**config.mk**
```make
export PLATFORM = sky130hd
export DESIGN_NAME = pwm_chan
export DESIGN_NICKNAME = d
export VERILOG_FILES = /design/src/rtl/pwm_pkg.sv /design/src/rtl/pwm_tick_mux.sv /design/src/rtl/pwm_counter.sv /design/src/rtl/pwm_wave.sv /design/src/rtl/pwm_chan.sv
export SDC_FILE = /design/constraint.sdc
export NUM_CORES = 1
export LEC_CHECK = 0
export BUFFER_PORTS_ARGS = -buffer_cell sky130_fd_sc_hd__buf_2
export CAP_MARGIN = 25
export CORE_MARGIN = 4
export CORE_UTILIZATION = 58
export CTS_CLUSTER_SIZE = 10
export DETAILED_ROUTE_END_ITERATION = 8
export PLACE_DENSITY_LB_ADDON = 0.08
export SLEW_MARGIN = 20
export SYNTH_ARGS = -nofsm -noshare
export SYNTH_HDL_FRONTEND = slang
export SYNTH_SLANG_ARGS = --single-unit
```
**constraint.sdc**
```tcl
create_clock -name clk -period 3.2 [get_ports clk]
set_input_delay 0 -clock clk [delete_from_list [all_inputs] [get_ports clk]]
set_output_delay 0 -clock clk [all_outputs]
set_load 0.01 [all_outputs]
```
**src/rtl/pwm_pkg.sv**
```systemverilog
package pwm_pkg;

    typedef enum logic {
        ALIGN_EDGE   = 1'b0,
        ALIGN_CENTER = 1'b1
    } align_e;

    typedef enum logic {
        DIR_UP   = 1'b0,
        DIR_DOWN = 1'b1
    } dir_e;

endpackage

```
**src/rtl/pwm_tick_mux.sv**
```systemverilog
module pwm_tick_mux #(
    parameter int N_SRC = 2,
    localparam int SEL_W = (N_SRC > 1) ? $clog2(N_SRC) : 1
) (
    input  logic [N_SRC-1:0] ticks,
    input  logic [SEL_W-1:0] sel,
    output logic             tick
);

    logic [N_SRC-1:0] hit;

    for (genvar i = 0; i < N_SRC; i++) begin : g_src
        assign hit[i] = ticks[i] && (sel == SEL_W'(i));
    end

    assign tick = |hit;

endmodule

```
**src/rtl/pwm_counter.sv**
```systemverilog
module pwm_counter
    import pwm_pkg::*;
#(
    parameter int W = 16
) (
    input  logic         clk,
    input  logic         rst_n,
    input  logic         en,
    input  logic         tick,
    input  logic         pol_in,
    input  logic         center_in,
    input  logic [W-1:0] period,
    output logic [W-1:0] cnt,
    output logic         run,
    output logic         pol_lat,
    output logic         eop
);

    typedef struct packed {
        logic [W-1:0] cnt;
        dir_e         dir;
        logic         run;
        logic         pol;
        align_e       align;
        logic         eop;
    } cnt_state_t;

    cnt_state_t st_d, st_q;
    logic [W-1:0] top_val;

    // Highest count value; period 0 acts as period 1
    assign top_val = (period == '0) ? '0 : period - W'(1);

    always_comb begin
        st_d     = st_q;
        st_d.eop = 1'b0;
        if (!en) begin
            st_d.cnt   = '0;
            st_d.dir   = DIR_UP;
            st_d.run   = 1'b0;
            st_d.pol   = pol_in;
            st_d.align = align_e'(center_in);
        end else begin
            st_d.run = 1'b1;
            if (st_q.run && tick) begin
                if (st_q.align == ALIGN_EDGE) begin
                    if (st_q.cnt >= top_val) begin
                        st_d.cnt = '0;
                        st_d.eop = 1'b1;
                    end else begin
                        st_d.cnt = st_q.cnt + W'(1);
                    end
                end else if (st_q.dir == DIR_UP) begin
                    if (st_q.cnt >= top_val) begin
                        st_d.dir = DIR_DOWN;
                    end else begin
                        st_d.cnt = st_q.cnt + W'(1);
                    end
                end else begin
                    if (st_q.cnt == '0) begin
                        st_d.dir = DIR_UP;
                        st_d.eop = 1'b1;
                    end else begin
                        st_d.cnt = st_q.cnt - W'(1);
                    end
                end
            end
        end
    end

    always_ff @(posedge clk or negedge rst_n) begin
        if (!rst_n) begin
            st_q <= '{cnt: '0, dir: DIR_UP, run: 1'b0, pol: 1'b0,
                      align: ALIGN_EDGE, eop: 1'b0};
        end else begin
            st_q <= st_d;
        end
    end

    assign cnt     = st_q.cnt;
    assign run     = st_q.run;
    assign pol_lat = st_q.pol;
    assign eop     = st_q.eop;

endmodule

```
**src/rtl/pwm_wave.sv**
```systemverilog
module pwm_wave #(
    parameter int W = 16
) (
    input  logic         run,
    input  logic         pol,
    input  logic [W-1:0] cnt,
    input  logic [W-1:0] duty,
    output logic         wave
);

    logic in_duty;

    always_comb begin
        in_duty = (cnt < duty);
        if (!run) begin
            wave = pol;
        end else if (in_duty) begin
            wave = pol;
        end else begin
            wave = !pol;
        end
    end

endmodule

```
**src/rtl/pwm_chan.sv**
```systemverilog
module pwm_chan #(
    parameter int W = 16
) (
    input  logic         clk,
    input  logic         rst_n,
    input  logic         en,
    input  logic         pol,
    input  logic         center,
    input  logic [W-1:0] period,
    input  logic [W-1:0] duty,
    input  logic         tick_sel,
    input  logic         tick_a,
    input  logic         tick_b,
    output logic         pwm_out,
    output logic         eop
);

    logic         tick_w;
    logic [W-1:0] cnt_w;
    logic         run_w;
    logic         pol_lat_w;

    pwm_tick_mux #(.N_SRC(2)) u_mux (
        .ticks ({tick_b, tick_a}),
        .sel   (tick_sel),
        .tick  (tick_w)
    );

    pwm_counter #(.W(W)) u_cnt (
        .clk       (clk),
        .rst_n     (rst_n),
        .en        (en),
        .tick      (tick_w),
        .pol_in    (pol),
        .center_in (center),
        .period    (period),
        .cnt       (cnt_w),
        .run       (run_w),
        .pol_lat   (pol_lat_w),
        .eop       (eop)
    );

    pwm_wave #(.W(W)) u_wave (
        .run  (run_w),
        .pol  (pol_lat_w),
        .cnt  (cnt_w),
        .duty (duty),
        .wave (pwm_out)
    );

endmodule

```
Yosys cells after proc, flatten, opt, wreduce, memory -nomap -nowiden
Index checks and enable logic that the tools add are counted.
Widths: inputs -> output; s select.
Word-level totals
  flip-flop bits (word level): 21
  output and inout port bits: 2
  bits of input ports: 40
  word-level logic and storage cells: 43
Operators by class
  multiplexer cells: 18
  eq/ne operators: 4
  reductions and logical operators: 9
  $lt $le $gt $ge: 2
  $add $sub $neg: 3
  bitwise gates (word level): 1
Operators by type and width (count)
  $mux 16: 5
  $mux 17: 2
  $logic_not 16->1: 2
  $sub 16x1->16 const B: 2
  $mux 18: 1
  $add 16x1->16 const B: 1
  $ge 16x16->1: 1
  $lt 16x16->1: 1
  $mux 1: 10
  $ne 2x1->1 const B: 2
  $ne 4x3->1 const B: 1
  $ne 4x4->1 const B: 1
  $logic_and 1x1->1: 3
  $reduce_and 3->1: 1
  $reduce_and 2->1: 1
  $reduce_or 2->1: 1
  $logic_not 1->1: 1
  $not 1->1: 1

Logic depth before layout (Yosys ltp)
Gate-level depths: netlist of run 1.
  depth in word-level cells: 8
  gate-level depth with buffers: 15
  mapped depth without buffers: 14

By module
From an unflattened synthesis of run 1, not the netlist that was laid out.
Unflattened totals
  cells, all modules: 377
  area total of the unflattened synthesis: 3076.7 um2
By module, submodules not included
  pwm_counter: cells each 322, area an instance 2637.5 um2, sequential area each 525.5 um2, instances 1
  pwm_wave: cells each 54, area an instance 424.2 um2, sequential area each 0.0 um2, instances 1
  pwm_tick_mux: cells each 1, area an instance 15.0 um2, sequential area each 0.0 um2, instances 1

Worst setup path after synthesis of run 1
OpenSTA, ideal clock, no wires.
  kind: input to register
  from: in period[8]
  to: reg u_cnt.st_q (netlist bit u_cnt.cnt[4])
  stages on the path: 13
  path slack: -0.282 ns
  arrival time: 3.364 ns
  buffers on the path: 1
  setup time: 0.119 ns
  required time: 3.081 ns
  cells stage by stage: or4_1 -> nor4_1 -> nand3_1 -> clkbuf_1 -> nand2_1 -> ha_1 -> nand4_2 -> or3_4 -> or4_4 -> a31o_4 -> a221o_1 -> nand3_1 -> nand2_1
On the way
  word-level cells in the longest chain between the ends: 7
RTL lines
  start: declaration: line pwm_chan.sv:9  | input logic [W-1:0] period,
  $sub 16x1->16 / $logic_not 16->1 (equally long branches): line pwm_counter.sv:32  | assign top_val = (period == '0) ? '0 : period - W'(1);
  $mux 16 (*): line pwm_counter.sv:32
  $ge 16x16->1 (*): line pwm_counter.sv:47, pwm_counter.sv:54
  $mux 16: line pwm_counter.sv:47  | if (st_q.cnt >= top_val) begin
  $mux 16: line pwm_counter.sv:46  | if (st_q.align == ALIGN_EDGE) begin
  $mux 17: line pwm_counter.sv:45  | if (st_q.run && tick) begin
  $mux 18: line pwm_counter.sv:37  | if (!en) begin
  end signal: assignment: line pwm_counter.sv:73  | st_q <= '{cnt: '0, dir: DIR_UP, run: 1'b0, pol: 1'b0,
  end signal: assignment: line pwm_counter.sv:76  | st_q <= st_d;
  end: declaration: line pwm_counter.sv:28  | cnt_state_t st_d, st_q;
Mark *: on every way between the ends. The rest lies on a longest branch, timed or not. The select of a mux whose other input is x is not followed.
A chain may end at the register's enable or synchronous reset.

Worst setup path after layout of run 1
  from: in period[10]
  to: reg u_cnt.st_q (netlist bit u_cnt.cnt[4])
Same word-level chain as after synthesis.

==> flow_metrics.env, run 1 <==
export IMPL_drive_gt1_share_pct=24.3
export IMPL_gp_congestion=0.973
export IMPL_drc=0
export IMPL_die_h_um=76.3
export IMPL_yosys_area_top_type="dfrtp_1"
export IMPL_power_leakage_uw=0.00166
export IMPL_start_util_pct=60.9
export IMPL_grt_max_degree=22
export IMPL_postRouteAntennaNets=0
export IMPL_syn_area_mm2=0.00271
export IMPL_powerDensity_mw_per_mm2=198
export IMPL_vias=3167
export IMPL_slew_headroom_pct=59.0
export IMPL_cp_end_kind="flop"
export IMPL_synth_most_common_cell="nand2_1"
export IMPL_clk_latency_ps=260
export IMPL_min_period_ps=3110
export IMPL_holdWs_ps=242
export IMPL_syn_area_per_cell_um2=7.54
export IMPL_crit_required_ps=3360
export IMPL_tightest_slew_ps=610
export IMPL_cts_sinks=21
export IMPL_routed_via_density=6.54
export IMPL_cts_tree="done"
export IMPL_period_share_pct=97.3
export IMPL_max_freq_mhz=321
export IMPL_crit_type="input pin to flop"
export IMPL_htreeDepth=1
export IMPL_hold_viol_final=0
export IMPL_grt_antenna_before_repair=0
export IMPL_reg2reg_from="u_cnt.cnt[0]"
export IMPL_ys_seq_elements=21
export IMPL_cts_root_buf="clkbuf_8"
export IMPL_combinationalPowerShare_pct=32.1
export IMPL_area_growth_syn_to_layout_pct=27.1
export IMPL_cts_inserted_buffers=3
export IMPL_swShare_pct=33.5
export IMPL_slowest_stage="or4_4"
export IMPL_r2r_cells=11
export IMPL_crit_fanout=6
export IMPL_status="completed"
export IMPL_start_kind="input pin"
export IMPL_overflow=0
export IMPL_p_clk_share_pct=26.8
export IMPL_clock_path_buffers=2
export IMPL_synth_edff_count=0
export IMPL_fin_ws_ps=86.4
export IMPL_fin_nets=509
export IMPL_maxCapViolations=0
export IMPL_diodes=0
export IMPL_core_area_mm2=0.00444
export IMPL_pre_cts_ws_ps=-214
export IMPL_wire_per_inst_um=17.6
export IMPL_holdCritPathClass="input pin to asynchronous set/reset pin"
export IMPL_synth_warnings=0
export IMPL_clkTransAtPathRegs_ps=80
export IMPL_synth_top_area_share_pct=19.4
export IMPL_grt_use_total_pct=28.1
export IMPL_grt_pass1_wl_um=13600
export IMPL_hpwl_um=6340
export IMPL_internal_power_uw=454
export IMPL_setup_violations=0
export IMPL_cp_slowest_stage_delay_ps=550
export IMPL_netlist_instances=359
export IMPL_io_buffer_count=41
export IMPL_seq_power_share_pct=41.1
export IMPL_grt_pass1_vias=2937
export IMPL_async_flop_share_pct=100
export IMPL_finalWirelength_um=8520
export IMPL_die_x_um=76.3
export IMPL_syn_num_nets=435
export IMPL_netSwitchingPower_uw=228
export IMPL_synth_commonest_cells="nand2_1 (40), ha_1 (36), inv_1 (23), nor2_1 (23), dfrtp_1 (21)"
export IMPL_slew_viol_final=0
export IMPL_yosysUniqueCellTypes=58
export IMPL_synthTopCellsByArea="dfrtp_1 (19%), ha_1 (17%), nand2_1 (5.5%), o21ai_1 (3.5%), a21oi_1 (3.3%)"
export IMPL_power_uw=682
export IMPL_num_rows=24
export IMPL_r2r_slack_ps=230
export IMPL_arrival_ps=3280
export IMPL_ys_flop_type="dfrtp_1"
export IMPL_crit_start="period[10]"
export IMPL_ios=42
export IMPL_drtIter0Drc=265
export IMPL_cp_cell_sequence="buf_2 > or4_4 > nor4_4 > nand3_1 > xnor2_1 > nand2_1 > ha_4 > nand4_4 > or3_4 > or4_4 > a31o_4 > a221o_1 > nand3_1 > nand2_1"
export IMPL_dr_pass1_iters=6
export IMPL_clock_skew_ps=2.24
export IMPL_dieArea_mm2=0.00582
export IMPL_peakVddDrop_mv=0.277
export IMPL_ys_seq_area_share_pct=19.4
export IMPL_r2r_end="u_cnt.cnt[6]"
-- worst max-delay path, delay by kind of cell --
kind,cells,cell delay (ps)
XOR/XNOR,1,200
AND/OR/NAND/NOR,9,2080
adder cells (fa/ha/maj),1,290
AO/OA/AOI/OAI,2,590
buffers and inverters,1,110
-- worst max-delay path by stage --
stage / to / slack [ps]
final: u_cnt.cnt[4] / 90
after global routing: u_cnt.cnt[5] / -110
after global placement: u_cnt.cnt[4] / -190
after CTS: u_cnt.cnt[4] / 40
after floorplan: u_cnt.cnt[4] / -10
after detailed placement: u_cnt.cnt[4] / -210
-- logic make-up after synthesis --
group,after synthesis,synth area share (%)
adder cells (fa/ha/maj),36,16.6
flip-flops,21,19.4
XOR/XNOR,15,4.85
AO/OA/AOI/OAI,95,23.2
AND/OR/NAND/NOR,148,28.2
buffers and inverters,38,5.36
multiplexers,6,2.31
-- state kept, by name, summed over array words and instances (netlist names) --
name,count
u_cnt.cnt,16
u_cnt.run,1
u_cnt.st_q,2
u_cnt.eop,1
u_cnt.pol_lat,1
-- stage by stage --
step | std cells | area [µm²] | util, % | setup TNS (ps)
after global routing | 484 | 3440 | 77.4 | -577
after CTS | 484 | 3360 | 75.5 | 0
after floorplan | 359 | 2770 | - | -14.6
final | 484 | 3440 | 77.4 | 0
after detailed placement | 476 | 3270 | 73.6 | -2720
after global placement | 476 | 3270 | 73.6 | -2030
-- area by class of cell --
| class | instances | area [µm²] |
|---|---|---|
| multi-input combinational | 300 | 2180 |
| fill | 345 | 1000 |
| timing repair buffer | 84 | 538 |
| sequential | 21 | 526 |
| inverter | 23 | 86.3 |
| tap | 52 | 65.1 |
| clock buffer | 3 | 41.3 |
| clock inverter | 1 | 5.00 |
-- power by group through the flow --
stage,Combinational [µW],Sequential (µW),Clock (µW)
CTS,207,280,182
floorplan,115,280,0
global route,240,282,196
detailed placement,201,285,0
finish,219,280,183
global placement,196,285,0
-- layer usage --
| metal | GRT usage, % | wire, µm | up-vias |
|---|---|---|---|
| li1 | - | - | 1491 |
| met1 | 37.2 | 3450 | 1457 |
| met2 | 47.4 | 4130 | 189 |
| met3 | 4.26 | 719 | 30 |
| met4 | 7.97 | 226 | 0 |
| met5 | 0 | 0 | - |
-- what timing repair did --
item	in CTS	in global routing
hold buffers	4	0
endpoints found under the setup margin	0	17
gates resized for setup	0	12
setup buffers	0	0
hold endpoints to repair	24	0
-- cell usage in the layout (no fill, tap or decap), types with 10 or more instances in the layout --
cell type  instances
a21oi_1           18
buf_2             41
buf_4             39
dfrtp_1           21
ha_1              33
inv_1             23
nand2_1           40
nand3_1           15
nor2_1            22
nor3_1            16
o21ai_1           20
xor2_1            10
No activity file was read; power rests on OpenSTA's default activity.
==> run 2, diff against run 1 <==
==> constraint.sdc (replaced) <==
create_clock -name clk -period 3.2 [get_ports clk]
set_input_delay 0.64 -clock clk [delete_from_list [all_inputs] [get_ports clk]]
set_output_delay 0.64 -clock clk [all_outputs]
set_load 0.01 [all_outputs]
==> flow_metrics.env, run 2 (synthesized netlist as in run 1, its figures left out) <==
export IMPL_status="finished, violations left"
export IMPL_violations="negative setup slack"
export IMPL_cts_tree="done"
export IMPL_overflow=0
export IMPL_grt_pass1_wl_um=16500
export IMPL_tightest_slew_ps=714
export IMPL_power_uw=767
export IMPL_max_freq_mhz=253
export IMPL_dieArea_mm2=0.00582
export IMPL_largest_reg_flops=16
export IMPL_design_area_mm2=0.00396
export IMPL_most_common_layout_cells="buf_4 (52), buf_2 (39), nand2_1 (35)"
export IMPL_fin_ws_ps=-746
export IMPL_period_share_pct=123
export IMPL_swShare_pct=35.8
export IMPL_crit_type="input pin to flop"
export IMPL_p_clk_share_pct=23.7
export IMPL_maxCapViolations=0
export IMPL_htreeDepth=1
export IMPL_hold_viol_final=0
export IMPL_diodes=0
export IMPL_postRouteAntennaNets=0
export IMPL_r2r_slack_ps=70
export IMPL_io_buffer_count=41
export IMPL_post_place_cells=488
export IMPL_clk_latency_ps=260
export IMPL_r2r_cells=11
export IMPL_peakVddDrop_mv=0.255
export IMPL_routed_via_density=7.46
export IMPL_cts_sinks=21
export IMPL_drc=0
export IMPL_final_common_cell="buf_4"
export IMPL_setup_violations=19
export IMPL_gp_congestion=0.961
export IMPL_grt_pass1_vias=3440
export IMPL_drtIter0Drc=558
export IMPL_drive_gt1_share_pct=37.0
export IMPL_start_kind="input pin"
export IMPL_grt_use_total_pct=34.9
export IMPL_grt_antenna_before_repair=0
export IMPL_area_growth_syn_to_layout_pct=46.2
export IMPL_netSwitchingPower_uw=274
export IMPL_arrival_ps=4090
export IMPL_start_util_pct=60.9
export IMPL_hpwl_um=6360
export IMPL_dr_pass1_iters=6
export IMPL_powerDensity_mw_per_mm2=194
export IMPL_clock_skew_ps=0.894
export IMPL_layoutNonFillerInstCount=506
export IMPL_core_area_mm2=0.00444
export IMPL_crit_required_ps=3350
export IMPL_cp_end_kind="flop"
export IMPL_clock_path_buffers=2
export IMPL_clkTransAtPathRegs_ps=80
export IMPL_crit_fanout=6
export IMPL_cts_root_buf="clkbuf_8"
export IMPL_ios=42
export IMPL_seq_power_share_pct=37.0
export IMPL_die_x_um=76.3
export IMPL_ctsHoldBuffers=0
export IMPL_combinationalPowerShare_pct=39.4
export IMPL_fin_nets=531
export IMPL_grt_max_degree=22
export IMPL_finalWirelength_um=12600
export IMPL_power_leakage_uw=0.00183
export IMPL_cts_inserted_buffers=3
export IMPL_wire_per_inst_um=24.9
export IMPL_slew_headroom_pct=52.0
export IMPL_reg2reg_from="u_cnt.cnt[0]"
export IMPL_num_rows=24
export IMPL_rsz0062_at_grt="yes"
export IMPL_internal_power_uw=493
export IMPL_min_period_ps=3950
export IMPL_die_h_um=76.3
export IMPL_slew_viol_final=0
export IMPL_r2r_end="u_cnt.cnt[14]"
export IMPL_vias=3774
export IMPL_postPlaceCellArea_mm2=0.00337
export IMPL_holdCritPathClass="input pin to asynchronous set/reset pin"
[run 2: worst max-delay path by stage]
stage	from	endpoint	slack [ps]	cells past startpoint
final	period[1]	u_cnt.cnt[7]	-750	17
after global routing	period[1]	u_cnt.cnt[7]	-970	17
after CTS	period[10]	u_cnt.cnt[4]	-450	14
after detailed placement	period[10]	u_cnt.cnt[5]	-930	16
after global placement	period[10]	u_cnt.cnt[5]	-900	15
after floorplan	period[10]	u_cnt.cnt[4]	-650	13
[run 2: what timing repair did]
action | CTS | global route
pin swaps | 21 | 22
setup endpoints to repair | 18 | 18
gates cloned | 2 | 0
gates resized for setup | 48 | 33
setup buffers | 10 | 5
[run 2: cell type report]
| cell class | instances | area, µm² |
|---|---|---|
| clock buffers | 4 | 45.0 |
| fillers | 200 | 488 |
| inverters | 23 | 86.3 |
| multi-input cells | 301 | 2480 |
| flip-flops and latches | 21 | 526 |
| well taps | 52 | 65.1 |
| repair buffers | 105 | 756 |
[run 2: metal layers]
metal	global-route usage, %	vias to the layer above	wire [µm]
met5	0	-	0
met4	20.8	0	1180
li1	-	1535	-
met1	40.0	1684	4260
met3	6.03	156	1470
met2	60.5	399	5670
[run 2: critical path, cell delays in order]
cell       delay (ps)
buf_2             130
inv_1              90
buf_4             110
ha_1              130
nor4b_1           350
buf_4             250
nand3_4           120
buf_4             160
o21ai_0           150
ha_2              360
a2111oi_4          90
buf_4             160
or4_4             520
a31o_4            260
a22o_1            250
mux2i_1           200
o21ai_1           100
[run 2: through the flow]
stage / setup WS [ps] / util (%) / hold WS [ps] / setup TNS (ps)
finish: -746 / 89.0 / 343 / -11860
CTS: -451 / 85.4 / 344 / -6410
floorplan: -654 / - / 344 / -9640
global route: -969 / 89.0 / 362 / -14570
global placement: -901 / 75.9 / 512 / -15260
detailed placement: -927 / 75.9 / 543 / -15640
[run 2: power by group through the flow]
stage                     logic [µW]  clock network [µW]  registers (µW)
after global routing             315                 189             283
after detailed placement         211                   0             285
after floorplan                  115                   0             280
final                            302                 182             284
after global placement           205                   0             285
after CTS                        251                 182             281
==> run 3, diff against run 2 <==
- GPL_TIMING_DRIVEN: default -> 0
==> flow_metrics.env, run 3 (synthesized netlist as in run 1, its figures left out) <==
export IMPL_routed_via_density=7.03
export IMPL_holdWs_ps=334
export IMPL_postRouteAntennaNets=0
export IMPL_crit_type="input pin to flop"
export IMPL_overflow=0
export IMPL_r2r_slack_ps=290
export IMPL_cts_tree="done"
export IMPL_crit_required_ps=3360
export IMPL_cts_sinks=21
export IMPL_crit_start="period[7]"
export IMPL_final_setup_tns_ps=-9030
export IMPL_arrival_ps=3940
export IMPL_die_x_um=76.3
export IMPL_dieArea_mm2=0.00582
export IMPL_io_buffer_count=41
export IMPL_tightest_slew_ps=668
export IMPL_core_area_mm2=0.00444
export IMPL_cts_root_buf="clkbuf_8"
export IMPL_fin_ws_ps=-586
export IMPL_critPathBufInv=1
export IMPL_clock_path_buffers=2
export IMPL_hold_viol_final=0
export IMPL_wl_met3_um=916
export IMPL_wire_per_inst_um=20.6
export IMPL_drtIter0Drc=292
export IMPL_drive_gt1_share_pct=28.6
export IMPL_most_common_layout_cells="buf_2 (39), nand2_1 (35), ha_1 (31)"
export IMPL_maxCapViolations=0
export IMPL_r2r_end="u_cnt.cnt[6]"
export IMPL_grt_antenna_before_repair=0
export IMPL_slew_viol_final=0
export IMPL_dr_wl_met2_um=4620
export IMPL_htreeDepth=1
export IMPL_reg2reg_from="u_cnt.cnt[0]"
export IMPL_start_kind="input pin"
export IMPL_gp_congestion=0.988
export IMPL_hpwl_um=5910
export IMPL_critical_path_most_common_cell="nand2_1"
export IMPL_clock_skew_ps=0.785
export IMPL_grt_pass1_wl_um=14600
export IMPL_ctsHoldBuffers=0
export IMPL_power_uw=715
export IMPL_status="finished, violations left"
export IMPL_cp_end_kind="flop"
export IMPL_grt_max_degree=22
export IMPL_power_leakage_uw=0.00165
export IMPL_min_period_ps=3790
export IMPL_peakVddDrop_mv=0.205
export IMPL_clk_latency_ps=260
export IMPL_slew_headroom_pct=55.5
export IMPL_wl_met1_um=3640
export IMPL_violations="negative setup slack"
export IMPL_crit_fanout=6
export IMPL_num_rows=24
export IMPL_critical_path_top_delay_family="simple AND/OR/NAND/NOR gates"
export IMPL_final_common_cell="buf_2"
export IMPL_postPlaceCellArea_mm2=0.00304
export IMPL_drc=0
export IMPL_period_share_pct=118
export IMPL_rsz0062_at_grt="yes"
export IMPL_fin_nets=500
export IMPL_cp_slowest_stage_delay_ps=480
export IMPL_ios=42
export IMPL_maxUsedRoutingLayer="met4"
export IMPL_cp_cell_sequence="buf_2 > nor4_4 > nand3_2 > nor4_2 > xor2_1 > nand2_1 > ha_4 > nand4_4 > or3_4 > or4_4 > a31o_4 > a221o_1 > nand3_1 > nand2_1"
export IMPL_largest_reg_flops=16
export IMPL_holdCritPathClass="input pin to asynchronous set/reset pin"
export IMPL_setup_violations=19
export IMPL_diodes=0
export IMPL_design_area_mm2=0.00363
export IMPL_max_freq_mhz=264
export IMPL_area_growth_syn_to_layout_pct=34.0
export IMPL_cts_inserted_buffers=3
export IMPL_vias=3339
export IMPL_die_h_um=76.3
export IMPL_layoutNonFillerInstCount=475
export IMPL_start_util_pct=60.9
export IMPL_grt_use_total_pct=30.1
export IMPL_clkTransAtPathRegs_ps=80
export IMPL_dr_pass1_iters=6
export IMPL_powerDensity_mw_per_mm2=197
export IMPL_grt_pass1_vias=3113
export IMPL_r2r_cells=10
export IMPL_finalWirelength_um=9810
export IMPL_slowest_stage="or4_4"
export IMPL_post_place_cells=452
-- run 3: cell count changes in the layout (fill, tap and decap cells not counted), moves of 7 or more --
cell,previous run,this run
clkbuf_1,1,13
buf_6,12,3
o21ai_2,9,2
buf_4,52,14
o21ai_1,12,19
-- run 3: area by class of cell --
type | instances | area, µm²
clock buffers | 4 | 45.0
multi-input cells | 300 | 2410
plain buffers | 15 | 85.1
inverters | 23 | 86.3
repair buffers | 60 | 413
fillers | 271 | 818
well taps | 52 | 65.1
flip-flops and latches | 21 | 526
-- run 3: worst reg2reg max path: stages (launching register included) --
cell,delay [ps]
dfrtp_1,520
inv_1,190
ha_1,330
nand2b_4,150
a2111oi_4,440
nor4_4,80
or3_4,470
buf_4,170
o32ai_2,250
o21ai_1,100
o31ai_1,110
-- run 3: per-layer routing --
metal | track usage, % | up-vias
li1 | - | 1480
met1 | 35.9 | 1513
met2 | 52.6 | 274
met3 | 4.14 | 72
met4 | 14.7 | 0
met5 | 0 | -
-- run 3: per-stage QoR --
stage                     util [%]  setup WS (ps)
after global placement        68.4          -1320
after detailed placement      68.4          -1370
after floorplan                  -           -654
final                         81.6           -586
after CTS                     78.2           -456
after global routing          81.6           -801
-- run 3: how the worst max path moves through the flow --
stage	slack, ps	cells past startpoint	end
floorplan	-650	13	u_cnt.cnt[4]
global placement	-1320	15	u_cnt.cnt[6]
detailed placement	-1370	11	u_cnt.cnt[6]
CTS	-460	14	u_cnt.cnt[4]
global route	-800	17	u_cnt.cnt[6]
finish	-590	14	u_cnt.cnt[4]
-- run 3: where the power goes --
part | internal [µW] | total (µW) | switching (µW)
Sequential | 270 | 277 | 7.43
Clock | 88.8 | 178 | 89.7
Combinational | 111 | 259 | 147
-- run 3: what timing repair did --
item / in CTS / in global routing
hold endpoints to repair: 0 / 0
endpoints found under the setup margin: 18 / 19
buffers inserted: 11 / 5
gates resized for setup: 49 / 21
pin swaps: 23 / 10
cloned: 2 / 1
